==> src/rtl/sync_hunt_pkg.sv <==
package sync_hunt_pkg;
  typedef enum logic [1:0] {
    HUNT_SINGLE   = 2'b00,
    HUNT_DUAL     = 2'b01,
    HUNT_FLAG     = 2'b10,
    HUNT_FLAG_ALT = 2'b11
  } hunt_mode_e;
endpackage

==> src/rtl/sync_hunt_window.sv <==
// Hunt-phase comparison window: newest byte plus the byte before it.
module sync_hunt_window #(
  parameter int W  = 8,
  parameter int CW = $clog2(2 * W + 1)
) (
  input  logic          clk,
  input  logic          rst_n,
  input  logic          clear,
  input  logic          shift_en,
  input  logic          bit_in,
  output logic [W-1:0]  nxt_new,
  output logic [W-1:0]  nxt_old,
  output logic [CW-1:0] nxt_fill
);
  localparam logic [CW-1:0] FILL_MAX = CW'(2 * W);

  logic [W-1:0]  newest_q;
  logic [W-1:0]  older_q;
  logic [CW-1:0] fill_q;

  // LSB-first: new bit enters at the top and walks toward bit 0.
  assign nxt_new  = {bit_in, newest_q[W-1:1]};
  assign nxt_old  = {newest_q[0], older_q[W-1:1]};
  assign nxt_fill = (fill_q == FILL_MAX) ? fill_q : fill_q + CW'(1);

  always_ff @(posedge clk or negedge rst_n) begin
    if (!rst_n) begin
      newest_q <= '0;
      older_q  <= '0;
      fill_q   <= '0;
    end else if (clear) begin
      newest_q <= '0;
      older_q  <= '0;
      fill_q   <= '0;
    end else if (shift_en) begin
      newest_q <= nxt_new;
      older_q  <= nxt_old;
      fill_q   <= nxt_fill;
    end
  end


  hold_chk: assert property (@(posedge clk) disable iff (!rst_n)
    (!shift_en && !clear) |=> ($stable(newest_q) && $stable(older_q)));


  fill_cap_chk: assert property (@(posedge clk) disable iff (!rst_n)
    fill_q <= FILL_MAX);
endmodule

==> src/rtl/sync_hunt_match.sv <==
// Pattern comparison for the three hunt modes, gated by window fill.
module sync_hunt_match
  import sync_hunt_pkg::*;
#(
  parameter int W  = 8,
  parameter int CW = $clog2(2 * W + 1)
) (
  input  hunt_mode_e    mode,
  input  logic [W-1:0]  sync_a,
  input  logic [W-1:0]  sync_b,
  input  logic [W-1:0]  cand_new,
  input  logic [W-1:0]  cand_old,
  input  logic [CW-1:0] cand_fill,
  output logic          hit
);
  localparam logic [CW-1:0] NEED_ONE = CW'(W);
  localparam logic [CW-1:0] NEED_TWO = CW'(2 * W);

  logic new_eq, old_eq;

  assign new_eq = (cand_new == sync_b);
  assign old_eq = (cand_old == sync_a);

  always_comb begin
    unique case (mode)
      HUNT_DUAL:                hit = (cand_fill >= NEED_TWO) && new_eq && old_eq;
      HUNT_FLAG, HUNT_FLAG_ALT: hit = (cand_fill >= NEED_ONE) && new_eq;
      default:                  hit = (cand_fill >= NEED_ONE) && new_eq;
    endcase
  end
endmodule

==> src/rtl/sync_hunt_assemble.sv <==
// Post-sync character assembly: one strobe per W accepted bits.
module sync_hunt_assemble #(
  parameter int W = 8
) (
  input  logic         clk,
  input  logic         rst_n,
  input  logic         clear,
  input  logic         bit_en,
  input  logic         bit_in,
  output logic         char_valid,
  output logic [W-1:0] char_data
);
  localparam int          CNTW = (W > 1) ? $clog2(W) : 1;
  localparam logic [CNTW-1:0] LAST = CNTW'(W - 1);

  logic [W-1:0]    shreg_q;
  logic [W-1:0]    shreg_nxt;
  logic [CNTW-1:0] cnt_q;

  assign shreg_nxt = {bit_in, shreg_q[W-1:1]};

  always_ff @(posedge clk or negedge rst_n) begin
    if (!rst_n) begin
      shreg_q    <= '0;
      cnt_q      <= '0;
      char_valid <= 1'b0;
      char_data  <= '0;
    end else if (clear) begin
      shreg_q    <= '0;
      cnt_q      <= '0;
      char_valid <= 1'b0;
    end else begin
      char_valid <= 1'b0;
      if (bit_en) begin
        shreg_q <= shreg_nxt;
        if (cnt_q == LAST) begin
          cnt_q      <= '0;
          char_valid <= 1'b1;
          char_data  <= shreg_nxt;
        end else begin
          cnt_q <= cnt_q + CNTW'(1);
        end
      end
    end
  end


  pulse_chk: assert property (@(posedge clk) disable iff (!rst_n)
    char_valid |=> !char_valid);


  idle_cnt_chk: assert property (@(posedge clk) disable iff (!rst_n)
    (!bit_en && !clear) |=> $stable(cnt_q));
endmodule

==> src/rtl/sync_hunt.sv <==
// Synchronous character hunt detector, top level.
module sync_hunt
  import sync_hunt_pkg::*;
#(
  parameter int W = 8
) (
  input  logic         clk,
  input  logic         rst_n,
  input  logic         rx_bit,
  input  logic         rx_valid,
  input  logic [1:0]   mode,
  input  logic [W-1:0] sync_a,
  input  logic [W-1:0] sync_b,
  input  logic         hunt_restart,
  output logic         in_sync,
  output logic         char_valid,
  output logic [W-1:0] char_data
);
  localparam int CW = $clog2(2 * W + 1);

  logic          take;
  logic          hit;
  logic [W-1:0]  win_new, win_old;
  logic [CW-1:0] win_fill;

  // Restart has priority: a bit strobed alongside it is dropped.
  assign take = rx_valid && !hunt_restart;

  sync_hunt_window #(.W(W), .CW(CW)) u_window (
    .clk      (clk),
    .rst_n    (rst_n),
    .clear    (hunt_restart),
    .shift_en (take && !in_sync),
    .bit_in   (rx_bit),
    .nxt_new  (win_new),
    .nxt_old  (win_old),
    .nxt_fill (win_fill)
  );

  sync_hunt_match #(.W(W), .CW(CW)) u_match (
    .mode      (hunt_mode_e'(mode)),
    .sync_a    (sync_a),
    .sync_b    (sync_b),
    .cand_new  (win_new),
    .cand_old  (win_old),
    .cand_fill (win_fill),
    .hit       (hit)
  );

  sync_hunt_assemble #(.W(W)) u_assemble (
    .clk        (clk),
    .rst_n      (rst_n),
    .clear      (hunt_restart || !in_sync),
    .bit_en     (take && in_sync),
    .bit_in     (rx_bit),
    .char_valid (char_valid),
    .char_data  (char_data)
  );

  always_ff @(posedge clk or negedge rst_n) begin
    if (!rst_n)                     in_sync <= 1'b0;
    else if (hunt_restart)          in_sync <= 1'b0;
    else if (take && !in_sync && hit) in_sync <= 1'b1;
  end


  restart_chk: assert property (@(posedge clk) disable iff (!rst_n)
    hunt_restart |=> !in_sync);


  rise_chk: assert property (@(posedge clk) disable iff (!rst_n)
    $rose(in_sync) |-> $past(rx_valid && !hunt_restart));


  char_src_chk: assert property (@(posedge clk) disable iff (!rst_n)
    char_valid |-> in_sync);


  stay_chk: assert property (@(posedge clk) disable iff (!rst_n)
    (in_sync && !hunt_restart) |=> in_sync);
endmodule

==> config.mk <==
export PLATFORM = sky130hd
export DESIGN_NAME = sync_hunt
export DESIGN_NICKNAME = d
export VERILOG_FILES = /design/src/rtl/sync_hunt_pkg.sv /design/src/rtl/sync_hunt_window.sv /design/src/rtl/sync_hunt_match.sv /design/src/rtl/sync_hunt_assemble.sv /design/src/rtl/sync_hunt.sv
export SDC_FILE = /design/constraint.sdc
export NUM_CORES = 1
export LEC_CHECK = 0
export ABC_CLOCK_PERIOD_IN_PS = 1600
export BUFFER_PORTS_ARGS = -buffer_cell sky130_fd_sc_hd__buf_2
export CAP_MARGIN = 25
export CORE_UTILIZATION = 50
export CTS_BUF_LIST = sky130_fd_sc_hd__clkbuf_16
export CTS_CLUSTER_DIAMETER = 50
export DETAILED_ROUTE_END_ITERATION = 6
export GPL_ROUTABILITY_DRIVEN = 0
export PLACE_DENSITY_LB_ADDON = 0.3
export SKIP_CTS_REPAIR_TIMING = 1
export SYNTH_ARGS = -nofsm -noshare
export SYNTH_HDL_FRONTEND = slang
export SYNTH_HIERARCHICAL = 1
export SYNTH_SLANG_ARGS = --single-unit
==> constraint.sdc <==
create_clock -name clk -period 1.6 [get_ports clk]
set_clock_uncertainty 0.05 [all_clocks]
set_input_delay 0.08 -clock clk [delete_from_list [all_inputs] [get_ports clk]]
set_output_delay 0.08 -clock clk [all_outputs]
set_load 0.005 [all_outputs]
==> results.yml, run 1 <==
drt:
  avgRoutedWirePerCell_um: 13.6
  drt-total-wl_um: 3460
  final_antenna_net_count: 0
  vias: 1296
  dr.pass1.iters: 4
  drc: 0
  drt-initial-drc-count: 66
  viasPerCell: 5.10
clock_tree:
  cts_tree: "done"
  cts_root_buf: "clkbuf_16"
  cts-htree-levels: 2
  cts-buffers-inserted: 5
  cts.sink_count: 40
  clock_latency_ps: 280
  clkTransAtPathRegs_ps: 60
  cts_buffer_depth: 2
worst_setup_path:
  worstSetupPathType: "flip-flop to flip-flop"
  path_cells: "ha_1, ha_1, nand3b_4, mux2_4"
  timing.rr.end: "u_assemble/char_data[4]$_DFFE_PN0P_"
  cp.arrival_ps: 1620
  cp_slowest_cell: "dfrtp_1"
  startpoint: "u_assemble/cnt_q[0]$_DFFE_PN0P_"
  cp-start-kind: "flip-flop"
  crit_family: "adder cells"
  reg2reg_slack_ps: 90
  worst_ep_required_time_ps: 1710
  critPathMaxFanout: 9
  path_common_cell: "ha_1"
  cpPeakStageDelay_ps: 390
  cp.depth: 4
  ff2ff_path_depth: 4
  reg2reg_from: "u_assemble/cnt_q[0]$_DFFE_PN0P_"
  cp-endpoint: "u_assemble/char_data[4]$_DFFE_PN0P_"
  worst-path-buf-inv: 0
  end_kind: "flip-flop"
synth:
  avgSynthCellArea_sq_um: 11.8
  syn_inst: 166
  yosys_warnings: 6
  synth_area_sq_mm: 0.00196
  syn-num-nets: 193
power:
  p_total_w: 0.00225
  leakage_nw: 1.18
  power_density_mw_per_mm2: 942
  vdd_drop_max_mv: 0.890
sta:
  period_share_pct: 94.5
  fmax_mhz: 662
  report.final.slew_viol_count: 0
  hold_viol: 0
  min_period_ps: 1510
  rsz0062_at_grt: "yes"
  relSlewSlack_pct: 67.1
  setup_ws_ps: 88.5
  setup_viol: 0
  worst_pin_slew_ps: 494
outcome:
  status: "finished, final reports clean"
floorplanning:
  io_pins: 33
  die_h_um: 64.7
  initial_core_util_pct: 52.9
  rows: 22
  core-area_sq_mm: 0.00372
  dieArea_sq_mm: 0.00418
  die_x_um: 64.7
final_layout:
  stdcell_count: 254
  final_cell_area_sq_mm: 0.00239
  nFillCells: 302
  layout-drive-gt1-share_pct: 30.6
  nets: 232
  num_antenna_cells: 0
  area_growth_syn_to_layout_pct: 21.6
placed_design:
  place_inst: 245
  io_buffers: 32
  place_ws_ps: 76.1
  hpwl_um: 2460
  dpl_cell_area_sq_mm: 0.00220
global_routing:
  grtUsageTotal_pct: 19.5
  antenna_found_initial: 0
  grt_max_degree: 41
  grt_pass1_vias: 1322
  grt_pass1_wl_um: 6000
  overflow: 0
flow_run:
  max_cap_viol_count: 0
min_path:
  hold_class: "input pin to flip-flop"
-- cell type report --
cell class | count | area, sq um | share of cell area (%)
clock buffers | 5 | 125 | 5.24
clock inverters | 3 | 42.5 | 1.78
inverters | 5 | 18.8 | 0.786
multi-input cells | 113 | 918 | 38.4
flip-flops and latches | 40 | 1000 | 41.9
well taps | 48 | 60.1 | 2.51
repair buffers | 40 | 223 | 9.32
-- cell usage in the layout (no fill, tap or decap) --
master / n
ha_1: 3
mux2i_1: 25
nand4bb_1: 1
nor3_1: 1
nand2b_1: 1
dlygate4sd3_1: 1
buf_2: 32
inv_1: 5
xnor2_2: 1
dfrtp_1: 40
bufinv_16: 1
nand3_1: 3
nor2_2: 1
nor4_1: 1
or3b_1: 2
o22ai_1: 1
mux2_4: 8
nand3b_1: 1
clkbuf_16: 5
a211oi_2: 1
xnor2_1: 10
clkinvlp_4: 1
buf_4: 7
a21oi_2: 1
nand2b_4: 1
nor3_2: 1
xor2_1: 9
nand4_1: 5
nor2_1: 28
a21o_1: 1
nand3b_4: 1
nand2_1: 2
clkinv_2: 1
ha_2: 1
a21oi_1: 3
-- metrics by stage --
stage | utilization (%) | setup TNS, ps | hold WS (ps)
after floorplan | - | 0 | -266
after global placement | 59.2 | 0 | 107
after detailed placement | 59.2 | 0 | 116
after CTS | 63.7 | 0 | -179
after global routing | 64.3 | -6.74 | 27.4
final | 64.3 | 0 | 17.8
-- how the worst min path moves through the flow --
stage	startpoint	endpoint	slack (ps)	depth (start not counted)
CTS	rst_n	u_window/newest_q[0]$_DFFE_PN0P_	-180	2
global route	rx_valid	in_sync$_DFFE_PN0P_	30	3
finish	rx_valid	in_sync$_DFFE_PN0P_	20	3
global placement	rst_n	u_window/older_q[2]$_DFFE_PN0P_	110	2
detailed placement	rst_n	u_window/older_q[2]$_DFFE_PN0P_	120	2
floorplan	rst_n	in_sync$_DFFE_PN0P_	-270	0
-- layer usage --
layer	global-route usage, %	vias to the layer above	wire, um
li1	-	637	-
met1	22.6	631	1540
met2	33.7	24	1750
met3	5.81	4	131
met4	7.50	0	38
met5	0	-	0
-- sequential cells by signal, summed over array words and instances (netlist names) --
register               count
u_window/fill_q            5
u_window/newest_q          8
in_sync                    1
u_assemble/shreg_q         7
u_assemble/char_valid      1
u_assemble/cnt_q           3
u_window/older_q           7
u_assemble/char_data       8
-- worst register-to-register path: cells and delay by family, from the launching register on --
kind | cells | cell delay, ps
mux | 1 | 330
simple gates | 1 | 200
flops | 1 | 390
fa+ha+maj | 2 | 420
-- report_power, final --
part           leakage [nW]  total, W  internal, W  switching [W]
logic                 0.546  0.000129    0.0000583      0.0000711
registers             0.558   0.00102      0.00102     0.00000390
clock network        0.0798   0.00110     0.000731       0.000369
(Power assumes the default switching activity.)
==> run 2: changes to the inputs <==
Settings changed: PLACE_DENSITY set to 0.77, PLACE_DENSITY_LB_ADDON 0.3 to unset.
==> results.yml, run 2 (synthesis gave the netlist of run 1 again) <==
drt:
  drt-total-wl_um: 3770
  drc: 0
  avgRoutedWirePerCell_um: 14.9
  final_antenna_net_count: 0
  drt-initial-drc-count: 102
  vias: 1354
  dr.pass1.iters: 4
  viasPerCell: 5.33
placed_design:
  hpwl_um: 2730
  place_ws_ps: 59.8
  place_inst: 246
  io_buffers: 32
floorplanning:
  io_pins: 33
  initial_core_util_pct: 52.9
  rows: 22
  die_h_um: 64.7
  dieArea_sq_mm: 0.00418
  die_x_um: 64.7
  core-area_sq_mm: 0.00372
final_layout:
  top_regs: "u_assemble/char_data: 8 flops, u_window/newest_q: 8 flops"
  num_antenna_cells: 0
  layout-drive-gt1-share_pct: 31.1
  final_common_cell: "dfrtp_1"
  nets: 233
  final_core_util_pct: 64.2
  stdcell_count: 254
  layout_common_cells: "dfrtp_1, buf_2, nor2_1"
  area_growth_syn_to_layout_pct: 21.5
  nFillCells: 281
  multi_input_area_sq_um: 927
  regArea_sq_mm: 0.00100
clock_tree:
  cts-htree-levels: 2
  cts_tree: "done"
  clkTransAtPathRegs_ps: 50
  cts_buffer_depth: 2
  cts-buffers-inserted: 5
  cts.sink_count: 40
  clock_latency_ps: 280
  cts_root_buf: "clkbuf_16"
global_routing:
  antenna_found_initial: 0
  grtUsageTotal_pct: 20.8
  grt_max_degree: 23
  overflow: 0
  grt_pass1_wl_um: 6360
  grt_pass1_vias: 1406
worst_setup_path:
  cp-start-kind: "flip-flop"
  worstSetupPathType: "flip-flop to flip-flop"
  worst_ep_required_time_ps: 1710
  critPathMaxFanout: 9
  reg2reg_slack_ps: 90
  cp.arrival_ps: 1620
  end_kind: "flip-flop"
min_path:
  hold_class: "input pin to flip-flop"
sta:
  rsz0062_at_grt: "yes"
  setup_ws_ps: 88.3
  tns_ps: 0
  fmax_mhz: 661
  worst_pin_slew_ps: 456
  relSlewSlack_pct: 69.6
  setup_viol: 0
  hold_ws_ps: 46.1
  hold_viol: 0
  period_share_pct: 94.5
  report.final.slew_viol_count: 0
  min_period_ps: 1510
power:
  power_density_mw_per_mm2: 878
  vdd_drop_max_mv: 0.519
  leakage_nw: 1.18
flow_run:
  max_cap_viol_count: 0
outcome:
  status: "finished, final reports clean"
-- run 2: cell types whose count changed in the layout (fill, tap and decap cells not counted) --
cell and change:
buf_12 +1, bufinv_16 -1, ha_1 +1, ha_2 -1
nor3_1 -1, nor3_2 +1, nor4_1 -1, nor4_2 +1
-- run 2: layout make-up --
type                    count  share of cell area, %
inverters                   5                  0.786
clock inverters             2                  0.524
multi-input cells         113                   38.8
clock buffers               5                   5.24
flip-flops and latches     40                   41.9
well taps                  48                   2.52
repair buffers             41                   10.2
-- run 2: per-stage QoR --
stage                     power, W  area, sq um
after CTS                  0.00212         2360
after detailed placement   0.00117         2220
final                      0.00209         2390
after floorplan            0.00110         1960
after global routing       0.00217         2390
after global placement     0.00117         2220
-- run 2: where the power goes --
group | leakage (nW) | switching, W | internal [W]
Clock | 0.0657 | 0.000372 | 0.000565
Combinational | 0.561 | 0.0000750 | 0.0000622
Sequential | 0.558 | 0.00000429 | 0.00102
-- run 2: critical path: stages (launching register included) --
cell and delay [ps]:
dfrtp_1 400, ha_1 210, ha_1 220, nand3b_4 190, mux2_4 320
-- run 2: path summary, 6_finish.rpt --
kind                                                startpoint                                  end  cells past startpoint
max in group asynchronous                                rst_n  u_assemble/char_data[2]$_DFFE_PN0P_                      3
hold / removal                                        rx_valid                  in_sync$_DFFE_PN0P_                      3
setup reg to reg               u_assemble/cnt_q[0]$_DFFE_PN0P_  u_assemble/char_data[0]$_DFFE_PN0P_                      4
setup / recovery               u_assemble/cnt_q[0]$_DFFE_PN0P_  u_assemble/char_data[0]$_DFFE_PN0P_                      4
min in group asynchronous                                rst_n       u_window/fill_q[2]$_DFFE_PN0P_                      2
hold reg to reg            u_assemble/char_data[6]$_DFFE_PN0P_  u_assemble/char_data[6]$_DFFE_PN0P_                      1
-- run 2: layer usage --
layer	GRT usage, %	wire, um	part of all wire, %
met2	34.3	1930	51
met1	24.3	1620	43
met5	0	0	0
met4	10.3	68	1.8
met3	6.51	146	3.9
